File: config.mk
export PLATFORM = sky130hd
export DESIGN_NAME = irq_router
export DESIGN_NICKNAME = d
export VERILOG_FILES = /design/src/rtl/irq_router_pkg.sv /design/src/rtl/req_bank.sv /design/src/rtl/cpu_route.sv /design/src/rtl/access_fsm.sv /design/src/rtl/irq_router.sv
export SDC_FILE = /design/constraint.sdc
export NUM_CORES = 1
export LEC_CHECK = 0
export ABC_AREA = 1
export BUFFER_PORTS_ARGS = -buffer_cell sky130_fd_sc_hd__clkbuf_2
export CORE_MARGIN = 1
export CORE_UTILIZATION = 60
export DETAILED_ROUTE_END_ITERATION = 7
export PLACE_DENSITY_LB_ADDON = 0.05
export RECOVER_POWER = 25
export SLEW_MARGIN = 20
export SYNTH_ARGS = -nofsm -noshare
export SYNTH_HDL_FRONTEND = slang
export SYNTH_SLANG_ARGS = --single-unit
File: constraint.sdc
create_clock -name clk -period 2.4 [get_ports clk]
set_clock_uncertainty 0.15 [all_clocks]
set_input_delay 0.24 -clock clk [delete_from_list [all_inputs] [get_ports clk]]
set_output_delay 0.24 -clock clk [all_outputs]
set_load 0.02 [all_outputs]
File: src/rtl/irq_router_pkg.sv
package irq_router_pkg;

    localparam int DW          = 64;
    localparam int SLOT_SHIFT  = 6;
    localparam int MAX_CPU     = 4;
    localparam int SLOT_MASK0  = 0;
    localparam int SLOT_ROUTE0 = 4;
    localparam int SLOT_REQ    = 8;

    typedef enum logic [1:0] {
        RSP_IDLE,
        RSP_DATA,
        RSP_FAULT
    } rsp_state_e;

    typedef enum logic [1:0] {
        KIND_MASK,
        KIND_ROUTE,
        KIND_REQ,
        KIND_NONE
    } slot_kind_e;

endpackage

File: src/rtl/req_bank.sv
module req_bank #(
    parameter int NLINES = 64
) (
    input  logic              clk,
    input  logic              rst_n,
    input  logic [NLINES-1:0] dev_set,
    input  logic [NLINES-1:0] dev_clr,
    output logic [NLINES-1:0] req_q,
    output logic [NLINES-1:0] req_next
);

    logic [NLINES-1:0] clr_eff;

    always_comb begin
        clr_eff  = dev_clr & req_q & ~dev_set;
        req_next = (req_q | dev_set) & ~clr_eff;
    end

    always_ff @(posedge clk or negedge rst_n) begin
        if (!rst_n) req_q <= '0;
        else        req_q <= req_next;
    end

    assert_set_lands_R5: assert property (@(posedge clk) disable iff (!rst_n)
        (dev_set != '0) |=> ((req_q & $past(dev_set)) == $past(dev_set)));

    assert_quiet_hold_R6: assert property (@(posedge clk) disable iff (!rst_n)
        (dev_set == '0 && dev_clr == '0) |=> $stable(req_q));

    assert_clear_only_pending_R6: assert property (@(posedge clk) disable iff (!rst_n)
        (dev_set == '0) |=> ((req_q & ~$past(req_q)) == '0));

endmodule

File: src/rtl/cpu_route.sv
module cpu_route #(
    parameter int NLINES = 64
) (
    input  logic              clk,
    input  logic              rst_n,
    input  logic              mask_we,
    input  logic [NLINES-1:0] mask_wdata,
    input  logic [NLINES-1:0] req_next,
    output logic [NLINES-1:0] mask_q,
    output logic [NLINES-1:0] routed_q,
    output logic              irq_q
);

    logic [NLINES-1:0] mask_next;
    logic [NLINES-1:0] routed_next;

    always_comb begin
        mask_next   = mask_we ? mask_wdata : mask_q;
        routed_next = mask_next & req_next;
    end

    always_ff @(posedge clk or negedge rst_n) begin
        if (!rst_n) begin
            mask_q   <= '0;
            routed_q <= '0;
            irq_q    <= 1'b0;
        end else begin
            mask_q   <= mask_next;
            routed_q <= routed_next;
            irq_q    <= |routed_next;
        end
    end

    assert_mask_load_R3: assert property (@(posedge clk) disable iff (!rst_n)
        mask_we |=> (mask_q == $past(mask_wdata)));

    assert_irq_level_R7: assert property (@(posedge clk) disable iff (!rst_n)
        irq_q == (routed_q != '0));

    assert_route_subset_R4: assert property (@(posedge clk) disable iff (!rst_n)
        (routed_q & ~mask_q) == '0);

endmodule

File: src/rtl/access_fsm.sv
module access_fsm
    import irq_router_pkg::*;
#(
    parameter int AW     = 12,
    parameter int NCPU   = 4,
    parameter int NLINES = 64
) (
    input  logic                         clk,
    input  logic                         rst_n,
    input  logic                         reg_valid,
    input  logic                         reg_write,
    input  logic [AW-1:0]                reg_offset,
    input  logic                         reg_wide,
    input  logic [NCPU-1:0][NLINES-1:0]  masks,
    input  logic [NCPU-1:0][NLINES-1:0]  routed,
    input  logic [NLINES-1:0]            req,
    output logic [NCPU-1:0]              mask_we,
    output logic [DW-1:0]                reg_rdata,
    output logic                         reg_err
);

    localparam int IW = AW - SLOT_SHIFT;

    logic [IW-1:0] slot;
    slot_kind_e    kind;
    logic          legal;
    logic [DW-1:0] sel_data;
    logic [DW-1:0] req_ext;
    rsp_state_e    state_q, state_next;
    logic [DW-1:0] data_q, data_next;

    always_comb begin
        slot = IW'(reg_offset >> SLOT_SHIFT);
        if (int'(slot) < SLOT_MASK0 + NCPU)
            kind = KIND_MASK;
        else if (int'(slot) >= SLOT_ROUTE0 && int'(slot) < SLOT_ROUTE0 + NCPU)
            kind = KIND_ROUTE;
        else if (int'(slot) == SLOT_REQ)
            kind = KIND_REQ;
        else
            kind = KIND_NONE;

        unique case (kind)
            KIND_MASK:  legal = reg_wide;
            KIND_ROUTE: legal = reg_wide && !reg_write;
            KIND_REQ:   legal = !reg_write;
            default:    legal = 1'b0;
        endcase
    end

    always_comb begin
        req_ext           = '0;
        req_ext[NLINES-1:0] = req;
        sel_data          = '0;
        for (int c = 0; c < NCPU; c++) begin
            if (int'(slot) == SLOT_MASK0 + c)  sel_data[NLINES-1:0] = masks[c];
            if (int'(slot) == SLOT_ROUTE0 + c) sel_data[NLINES-1:0] = routed[c];
        end
        if (kind == KIND_REQ)
            sel_data = reg_wide ? req_ext : {32'b0, req_ext[31:0]};
    end

    always_comb begin
        for (int c = 0; c < NCPU; c++)
            mask_we[c] = reg_valid && reg_write && legal &&
                         kind == KIND_MASK && int'(slot) == SLOT_MASK0 + c;
    end

    always_comb begin
        data_next  = '0;
        state_next = RSP_IDLE;
        if (reg_valid) begin
            if (!legal) begin
                state_next = RSP_FAULT;
            end else if (!reg_write) begin
                state_next = RSP_DATA;
                data_next  = sel_data;
            end
        end
    end

    always_ff @(posedge clk or negedge rst_n) begin
        if (!rst_n) begin
            state_q <= RSP_IDLE;
            data_q  <= '0;
        end else begin
            state_q <= state_next;
            data_q  <= data_next;
        end
    end

    always_comb begin
        reg_rdata = '0;
        reg_err   = 1'b0;
        unique case (state_q)
            RSP_IDLE:  ;
            RSP_DATA:  reg_rdata = data_q;
            RSP_FAULT: reg_err   = 1'b1;
            default:   ;
        endcase
    end

    assert_err_one_cycle_R10: assert property (@(posedge clk) disable iff (!rst_n)
        (reg_err && !$past(reg_valid)) |-> 1'b0);

    assert_mask_we_onehot_R3: assert property (@(posedge clk) disable iff (!rst_n)
        $onehot0(mask_we));

endmodule

File: src/rtl/irq_router.sv
module irq_router
    import irq_router_pkg::*;
#(
    parameter int AW     = 12,
    parameter int NCPU   = 4,
    parameter int NLINES = 64
) (
    input  logic              clk,
    input  logic              rst_n,
    input  logic              reg_valid,
    input  logic              reg_write,
    input  logic [AW-1:0]     reg_offset,
    input  logic              reg_wide,
    input  logic [63:0]       reg_wdata,
    output logic [63:0]       reg_rdata,
    output logic              reg_err,
    input  logic [NLINES-1:0] dev_set,
    input  logic [NLINES-1:0] dev_clr,
    output logic [NCPU-1:0]   cpu_irq
);

    logic [NLINES-1:0]            req_q;
    logic [NLINES-1:0]            req_next;
    logic [NCPU-1:0][NLINES-1:0]  masks;
    logic [NCPU-1:0][NLINES-1:0]  routed;
    logic [NCPU-1:0]              mask_we;

    req_bank #(.NLINES(NLINES)) u_req (
        .clk      (clk),
        .rst_n    (rst_n),
        .dev_set  (dev_set),
        .dev_clr  (dev_clr),
        .req_q    (req_q),
        .req_next (req_next)
    );

    for (genvar c = 0; c < NCPU; c++) begin : g_cpu
        cpu_route #(.NLINES(NLINES)) u_route (
            .clk        (clk),
            .rst_n      (rst_n),
            .mask_we    (mask_we[c]),
            .mask_wdata (reg_wdata[NLINES-1:0]),
            .req_next   (req_next),
            .mask_q     (masks[c]),
            .routed_q   (routed[c]),
            .irq_q      (cpu_irq[c])
        );

        assert_routed_match_R4: assert property (@(posedge clk) disable iff (!rst_n)
            routed[c] == (masks[c] & req_q));
    end

    access_fsm #(.AW(AW), .NCPU(NCPU), .NLINES(NLINES)) u_acc (
        .clk        (clk),
        .rst_n      (rst_n),
        .reg_valid  (reg_valid),
        .reg_write  (reg_write),
        .reg_offset (reg_offset),
        .reg_wide   (reg_wide),
        .masks      (masks),
        .routed     (routed),
        .req        (req_q),
        .mask_we    (mask_we),
        .reg_rdata  (reg_rdata),
        .reg_err    (reg_err)
    );

    assert_fault_keeps_masks_R10: assert property (@(posedge clk) disable iff (!rst_n)
        reg_err |-> $stable(masks));

    assert_fault_zero_data_R10: assert property (@(posedge clk) disable iff (!rst_n)
        reg_err |-> (reg_rdata == '0));

endmodule

======== Yosys cells after proc, flatten, opt, wreduce, memory -nomap -nowiden ========
Cells that the tools add are included.
operators by class
  reductions and logical operators ........ 16
  shift-type cells ........................ 0
  div/mod/pow operators ................... 0
  bitwise operators ....................... 10
  $add $sub $neg .......................... 0
  order comparisons ....................... 3
  multiply operators ...................... 0
  equality and inequality tests ........... 12
  multiplexer cells ....................... 26
operators by type and width
  cell                count
  $mux 64             18
  $and 64x64->64      7
  $reduce_or 64->1    4
  $not 64->64         2
  $or 64x64->64       1
  $eq 6x4->1 const B  4
  $eq 6x3->1 const B  2
  $logic_and 1x1->1   9
  $mux 2              4
  $eq 6x2->1 const B  1
  $eq 6x5->1 const B  1
  $ge 6x3->1 const B  1
  $logic_not 6->1     1
  $lt 6x3->1 const B  1
  $lt 6x4->1 const B  1
  $eq 2x1->1 const B  2
  $eq 2x2->1 const B  2
  $mux 1              3
  $pmux 1 s3          1
  $logic_not 2->1     1
  $logic_not 1->1     1
word-level totals
  bits in latches ......................... 0
  output and inout port bits .............. 69
  ROM bits ................................ 0
  RAM bits ................................ 0
  flip-flop bits (word level) ............. 646
  memories kept ........................... 0
  input port bits ......................... 209
  logic and storage cells ................. 82

======== Longest topological paths before layout ========
Gate-level depths: netlist of run 1.
  word-level depth ........................ 13
  depth in mapped cells ................... 15
  depth with buffers taken out ............ 13

======== Modules after synthesis ========
From an unflattened synthesis of run 1, not the netlist that was laid out.
second synthesis, totals
  cell total of the unflattened synthesis .. 4,725
  area, all modules ....................... 33,159.3 sq um
by module, submodules not included
  module      area an instance (sq um)  instances  cells each
  cpu_route   5,579.1                   4          698
  access_fsm  8,280.4                   1          1,613
  req_bank    2,562.5                   1          320

======== Worst setup path before layout of run 1 ========
OpenSTA, ideal clock, no wires.
  kind .................................... input-to-reg
  start ................................... input port reg_offset[10]
  end ..................................... register g_cpu[1].u_route.irq_q
  required time ........................... 2.131 ns
  library setup time ...................... 0.119 ns
  path slack .............................. 0.413 ns
  buffers on the path ..................... 2
  stages .................................. 14
  arrival ................................. 1.718 ns
  cell sequence ........................... nor2_2 -> nand2_2 -> nor2_2 -> nand4_1 -> buf_2 -> buf_2 -> inv_2 -> nand2_1 -> nand3_1 -> nand4_1 -> nor2_1 -> nand2_1 -> nor2_1 -> nand2_1
between the ends
  cells in the longest elaborated chain, start to end .. 12
RTL lines
  item                                         RTL line                            source
  start: declaration                           irq_router.sv:12                    input logic [AW-1:0] reg_offset,
  $ge 6x3->1 (tied with other cells)           access_fsm.sv:36                    else if (int'(slot) >= SLOT_ROUTE0 && int'(slot) < SLOT_ROUTE0 + NCPU)
  $logic_and 1x1->1 or $mux 1 (tied branches)  access_fsm.sv:36, access_fsm.sv:38
  $mux 2                                       access_fsm.sv:36
  $mux 2                                       access_fsm.sv:34                    if (int'(slot) < SLOT_MASK0 + NCPU)
  $eq 2x2->1 (tied with other cells)           access_fsm.sv:43                    unique case (kind)
  $pmux 1 s3                                   access_fsm.sv:43
  $logic_and 1x1->1 (2 in series)              access_fsm.sv:65                    mask_we[c] = reg_valid && reg_write && legal &&
  $logic_and 1x1->1 *                          access_fsm.sv:66                    kind == KIND_MASK && int'(slot) == SLOT_MASK0 + c;
  $mux 64 *                                    cpu_route.sv:18                     mask_next = mask_we ? mask_wdata : mask_q;
  $and 64x64->64 *                             cpu_route.sv:19                     routed_next = mask_next & req_next;
  $reduce_or 64->1 *                           cpu_route.sv:30                     irq_q <= |routed_next;
  end signal: assignment                       cpu_route.sv:30
  end: declaration                             cpu_route.sv:11                     output logic irq_q
Every way passes the cells marked *; elsewhere a longest branch is shown, timed or not.

======== Worst setup path in the final report of run 1 ========
  start ................................... register u_req.req_q[22]
  end ..................................... register g_cpu[3].u_route.irq_q
between the ends
  cells in the longest elaborated chain, start to end .. 6
RTL lines
  item                               RTL line         source
  start: declaration                 req_bank.sv:8    output logic [NLINES-1:0] req_q,
  start signal: assignment           req_bank.sv:21   else req_q <= req_next;
  $and 64x64->64 (2 in series)       req_bank.sv:15   clr_eff = dev_clr & req_q & ~dev_set;
  $not 64->64                        req_bank.sv:16   req_next = (req_q | dev_set) & ~clr_eff;
  $and 64x64->64 *                   req_bank.sv:16
  via g_cpu[0].u_route.req_next[22]  cpu_route.sv:8   input logic [NLINES-1:0] req_next,
  $and 64x64->64 *                   cpu_route.sv:19
  $reduce_or 64->1 *                 cpu_route.sv:30
  end signal: assignment             cpu_route.sv:30
  end: declaration                   cpu_route.sv:11
The timed path passes the listed nets; every way through them passes the cells marked *.

==> results of run 1 <==
[Yosys cell counts (all sizes together)]
library cell / n
a21oi: 145
a22oi: 24
buf: 56
clkbuf: 110
clkinv: 7
dfrtp: 646
inv: 1100
nand2: 875
nand3: 560
nand4: 47
nor2: 162
nor3: 2
o2111ai: 17
o211ai: 7
o21ai: 160
o22ai: 76
or2: 15
[critical path: cells and delay by family, from the launching register on]
kind | cells | cell delay, ps
compound gates | 1 | 170
buf+inv | 2 | 680
flops | 1 | 390
simple gates | 6 | 860
[per-stage QoR]
stage | instances | utilization (%) | setup WS, ps | setup TNS [ps] | cell area [µm²]
2_1_floorplan | 4009 | - | 413 | 0 | 30500
3_3_place_gp | 5085 | 69.9 | -416 | -1770 | 35100
3_5_place_dp | 5085 | 69.9 | -424 | -2220 | 35100
4_1_cts | 5399 | 78.3 | 32.2 | 0 | 39300
5_1_grt | 5399 | 78.3 | -11.9 | -19.6 | 39300
6_report | 5399 | 78.3 | 43.9 | 0 | 39300
[per-layer routing]
layer / share of wire [%] / up-vias / global-route usage [%] / routed length [µm]
met2: 47 / 1330 / 63.0 / 46400
met5: 0 / - / 0 / 0
li1: - / 13500 / - / -
met3: 9.1 / 230 / 6.75 / 8920
met1: 40 / 13700 / 51.9 / 39500
met4: 3.5 / 0 / 15.4 / 3410
[flip-flops by register name, indices dropped and copies added (netlist names)]
name / count
g_cpu.u_route.routed_q: 256
u_req.req_q: 64
u_acc.data_q: 64
g_cpu.u_route.mask_q: 256
u_acc.state_q: 2
g_cpu.u_route.irq_q: 4
[how the worst max path moves through the flow]
stage / slack [ps] / from / depth (start not counted) / end
after detailed placement: -420 / reg_offset[10] / 15 / g_cpu[2].u_route.irq_q
after global placement: -420 / reg_offset[9] / 15 / g_cpu[2].u_route.irq_q
after floorplan: 410 / reg_offset[10] / 14 / g_cpu[1].u_route.irq_q
after global routing: -10 / u_req.req_q[39] / 11 / g_cpu[2].u_route.irq_q
after CTS: 30 / u_req.req_q[40] / 13 / g_cpu[2].u_route.irq_q
final: 40 / u_req.req_q[22] / 9 / g_cpu[3].u_route.irq_q
[area by class of cell]
type	instances	area [µm²]	area share (%)
Timing Repair Buffer	766	6170	15.7
Clock inverter	10	128	0.325
Inverter	1107	4160	10.6
Tap cell	672	841	2.14
Multi-Input combinational cell	2090	9710	24.7
Clock buffer	108	2120	5.39
Sequential cell	646	16200	41.1
[repair_timing]
action	4_1_cts	5_1_grt
setup endpoints to repair	0	4
setup buffers	0	0
resized for setup	0	52
hold endpoints to repair	986	1
hold buffers	196	1
[power by group]
part	internal, mW	switching [mW]
clock network	6.36	4.34
registers	11.3	0.126
logic	0.789	1.22
total	18.4	5.69
[cell families after synthesis]
kind of cell           Yosys count  share of synthesized area (%)
AO/OA/AOI/OAI                  429                           7.81
buffers and inverters         1273                           15.9
AND/OR/NAND/NOR               1661                           23.3
flip-flops                     646                           53.0
==> impl_metrics.ini, run 1 <==
[run_status]
status = finished, violations left
violations = capacitance limit

[timing]
max-slew-margin-rel_pct = 0.159
rsz0062_at_grt = true
hold_viol = 0
setup_violations = 0
min_period_over_period_pct = 98.2
whs_ps = 54.7
slew_viol_final = 0
max_freq_mhz = 424
period_minus_slack_ps = 2360
worstMarginPinSlew_ps = 1500

[routing]
drc = 0
first_iter_violations = 2928
wirelength_mm = 98.2
ant_nets = 0
vias = 28800
drt_first_pass_iters = 6
wl_per_cell_um = 18.2
viasPerCell = 5.33

[place]
portBuffers = 271
dp_hpwl_mm = 64.1
gp_congestion = 0.915

[synthesis]
postSynthNetCount = 4218
syn_avg_cell_area_um2 = 7.61
netlist_area_um2 = 30500
synthTopCellsByArea = dfrtp_1, inv_1, nand2_1
synth_top_area_share_pct = 53.0
yosys_warnings = 0
ys_seq_area_share_pct = 53.0
synth_seq_cells = 646
synth.distinct_cells = 25
synth_area_leader_cell = dfrtp_1
netlist_instances = 4009

[grt]
grt.total_usage_pct = 38.8
grt-ovfl-total = 0
grt_max_degree = 83
grt_pass1_wl_mm = 151
grt_pass1_vias = 28200
antenna_found_initial = 1

[hold_path]
min_to = g_cpu[0].u_route.routed_q[26]
min_path_cells = 6
min_path_type = in -> reg
hp-start = dev_clr[26]

[setup_path]
worstPathRequired_ps = 2740
cpMaxStageDelayCell = dlygate4sd3_1
setup.worst_path.start_class = flop
r2r_end = g_cpu[3].u_route.irq_q
critical_path_arrival_ps = 2700
reg2reg_depth = 9
max_stage_delay_ps = 570
cp-end-kind = flop
reg2reg_slack_ps = 40
crit-reg2reg-launch = u_req.req_q[22]
cp_cell_sequence = a21oi_1 -> dlygate4sd3_1 -> inv_1 -> nand3_2 -> nand4_1 -> nor2_2 -> nand2_1 -> nor2_1 -> nand2_1
cp_common_cell = nand2_1
path_class = reg -> reg
cp_max_fo = 5

[clock_tree]
cts.sinks = 646
clock_latency_ps = 590
cts_buffer_depth = 3
cts_tree = done
cts_htree_levels = 3
clk_pin_slew_ps = 60
cts_root_buf = clkbuf_16
numCtsBuffers = 70

[cells_and_area]
final_cell_mix = inv_1, nand2_1, dfrtp_1
area_delta_synth_final_pct = 28.7
layout_commonest_cell = inv_1
fill_cells = 3559
nets = 4890
num_antenna_cells = 0
drive_above_1_share_pct = 15.4

[power]
leakagePower_nw = 21.3
totalPowerFinal_mw = 24.1
ir_drop_mv = 0.634
p_per_area_nw_per_um2 = 614

[die]
rows = 82
ios = 278
initial_core_util_pct = 60.8
die_w_um = 228
fp.dieArea_um2 = 51800
die_h_um = 228
core_area_um2 = 50200

[run]
maxCapViolations = 1
Power figures use the tool's default switching activity.
==> inputs of run 2 (changes only) <==
--- a/config.mk
+++ b/config.mk
@@ -8,7 +8,7 @@
 export ABC_AREA = 1
 export BUFFER_PORTS_ARGS = -buffer_cell sky130_fd_sc_hd__clkbuf_2
 export CORE_MARGIN = 1
-export CORE_UTILIZATION = 60
+export CORE_UTILIZATION = 54
 export DETAILED_ROUTE_END_ITERATION = 7
 export PLACE_DENSITY_LB_ADDON = 0.05
 export RECOVER_POWER = 25
==> constraint.sdc (replaced) <==
create_clock -name clk -period 2.15 [get_ports clk]
set_clock_uncertainty 0.15 [all_clocks]
set_input_delay 0.215 -clock clk [delete_from_list [all_inputs] [get_ports clk]]
set_output_delay 0.215 -clock clk [all_outputs]
set_load 0.02 [all_outputs]
==> run 2 against run 1 <==
Net effect:
- the run now ends clean
- clock power rose by 14%
- routed wire length rose by 4.6%
- utilization down 5.0 points
- clock-buffer cell count down 8
- critical path type is now reg -> out
- critical endpoint is now reg_rdata[48]
==> impl_metrics.ini, run 2 (synthesized netlist as in run 1, its figures left out) <==
[die]
core_area_um2 = 55500
ios = 278
die_h_um = 240
fp.dieArea_um2 = 57500
rows = 86
die_w_um = 240
initial_core_util_pct = 55.0

[routing]
wl_per_cell_um = 18.3
vias = 29000
ant_nets = 0
wirelength_mm = 103
viasPerCell = 5.17
drt_first_pass_iters = 6
first_iter_violations = 2829
drc = 0

[cells_and_area]
final_core_util_pct = 73.3
num_antenna_cells = 0
layoutNonFillerInstCount = 5610
drive_above_1_share_pct = 17.3
postLayoutCellArea_um2 = 40700
largestRegisters = g_cpu.u_route.mask_q x256, g_cpu.u_route.routed_q x256
final_cell_mix = inv_1, nand2_1, dfrtp_1
area_delta_synth_final_pct = 33.4
layout_commonest_cell = inv_1
nets = 5019

[setup_path]
cp_max_fo = 64
setup.worst_path.start_class = flop
critPathLaunch = u_acc.state_q[1]
crit_path_end = reg_rdata[48]
worstPathRequired_ps = 1780
cp-end-kind = output pin
critical_path_arrival_ps = 1740
reg2reg_slack_ps = 190
r2r_end = g_cpu[3].u_route.irq_q
path_class = reg -> out
crit-reg2reg-launch = u_req.req_q[0]
reg2reg_depth = 11

[clock_tree]
cts_buffer_depth = 3
clk_pin_slew_ps = 60
clock_latency_ps = 620
cts_tree = done
cts_root_buf = clkbuf_16
numCtsBuffers = 71
cts.sinks = 646
cts_htree_levels = 3

[timing]
slew_viol_final = 0
max-slew-margin-rel_pct = 35.4
setup_violations = 0
hold_viol = 0
worstMarginPinSlew_ps = 969
whs_ps = 10.2
max_freq_mhz = 475
rsz0062_at_grt = true
fin_tns_setup_ps = 0
worst_slack_ps = 44.0
period_minus_slack_ps = 2110
min_period_over_period_pct = 98.0

[run]
maxCapViolations = 0

[place]
dp_hpwl_mm = 69.6
pre_cts_ws_ps = -579
portBuffers = 271
gp_congestion = 0.937
place_area_um2 = 36200
dp.cells = 5276

[hold_path]
min_path_type = in -> reg

[grt]
grt.total_usage_pct = 36.3
grt_max_degree = 81
grt_pass1_vias = 27900
antenna_found_initial = 1
grt-ovfl-total = 0
grt_pass1_wl_mm = 157

[power]
leakagePower_nw = 22.0
p_per_area_nw_per_um2 = 670
ir_drop_mv = 0.588
totalPowerFinal_mw = 27.3

[run_status]
status = complete, no violations
## run 2: cell count changes in the layout (fill, tap and decap cells not counted), moves of 6 or more
cell,before,now
inv_1,1078,1087
nand3_1,546,555
nand3_2,14,5
buf_4,221,333
clkbuf_2,279,271
buf_12,54,70
clkbuf_8,16,10
clkinv_2,6,17
clkbuf_1,33,25
inv_2,23,13
## run 2: layout make-up
cell class,count,area (µm²)
inverters,1107,4160
clock buffers,100,2030
clock inverters,25,280
multi-input cells,2090,9640
flip-flops and latches,646,16200
well taps,748,936
repair buffers,894,7510
fillers,4315,14800
## run 2: worst max-delay path, stage by stage (launching register included)
cell and delay [ps]:
dfrtp_1 350, inv_1 80, nand2_2 60, buf_12 200, nor2_1 170, clkbuf_2 190
## run 2: layer usage
layer	track usage, %	vias to the layer above	share of wire [%]
li1	-	13800	-
met1	50.6	13700	42
met4	14.4	2	3.5
met3	5.68	235	8.7
met2	56.7	1304	46
met5	0	-	0.014
## run 2: worst min path at each step
| stage | from | to | slack [ps] | depth (start not counted) |
|---|---|---|---|---|
| final | dev_clr[11] | g_cpu[0].u_route.routed_q[11] | 10 | 6 |
| after global routing | dev_clr[11] | g_cpu[3].u_route.routed_q[11] | 50 | 6 |
| after CTS | dev_clr[11] | g_cpu[0].u_route.routed_q[11] | 0.3 | 6 |
| after detailed placement | rst_n | u_acc.data_q[57] | 7 | 1 |
| after global placement | rst_n | u_acc.data_q[58] | 5 | 1 |
| after floorplan | rst_n | g_cpu[0].u_route.irq_q | -230 | 0 |
## run 2: timing repair
item | CTS | global route
hold endpoints to repair | 1037 | 0
buffers inserted | 0 | 3
resized for setup | 0 | 31
hold buffers | 202 | 0
setup endpoints to repair | 0 | 6
## run 2: power breakdown
part	switching, mW	internal, mW	total [mW]	leakage [nW]
Combinational	1.40	0.947	2.35	14.3
Sequential	0.134	12.6	12.7	6.64
Clock	4.94	7.28	12.2	1.14
Total	6.48	20.8	27.3	22.0
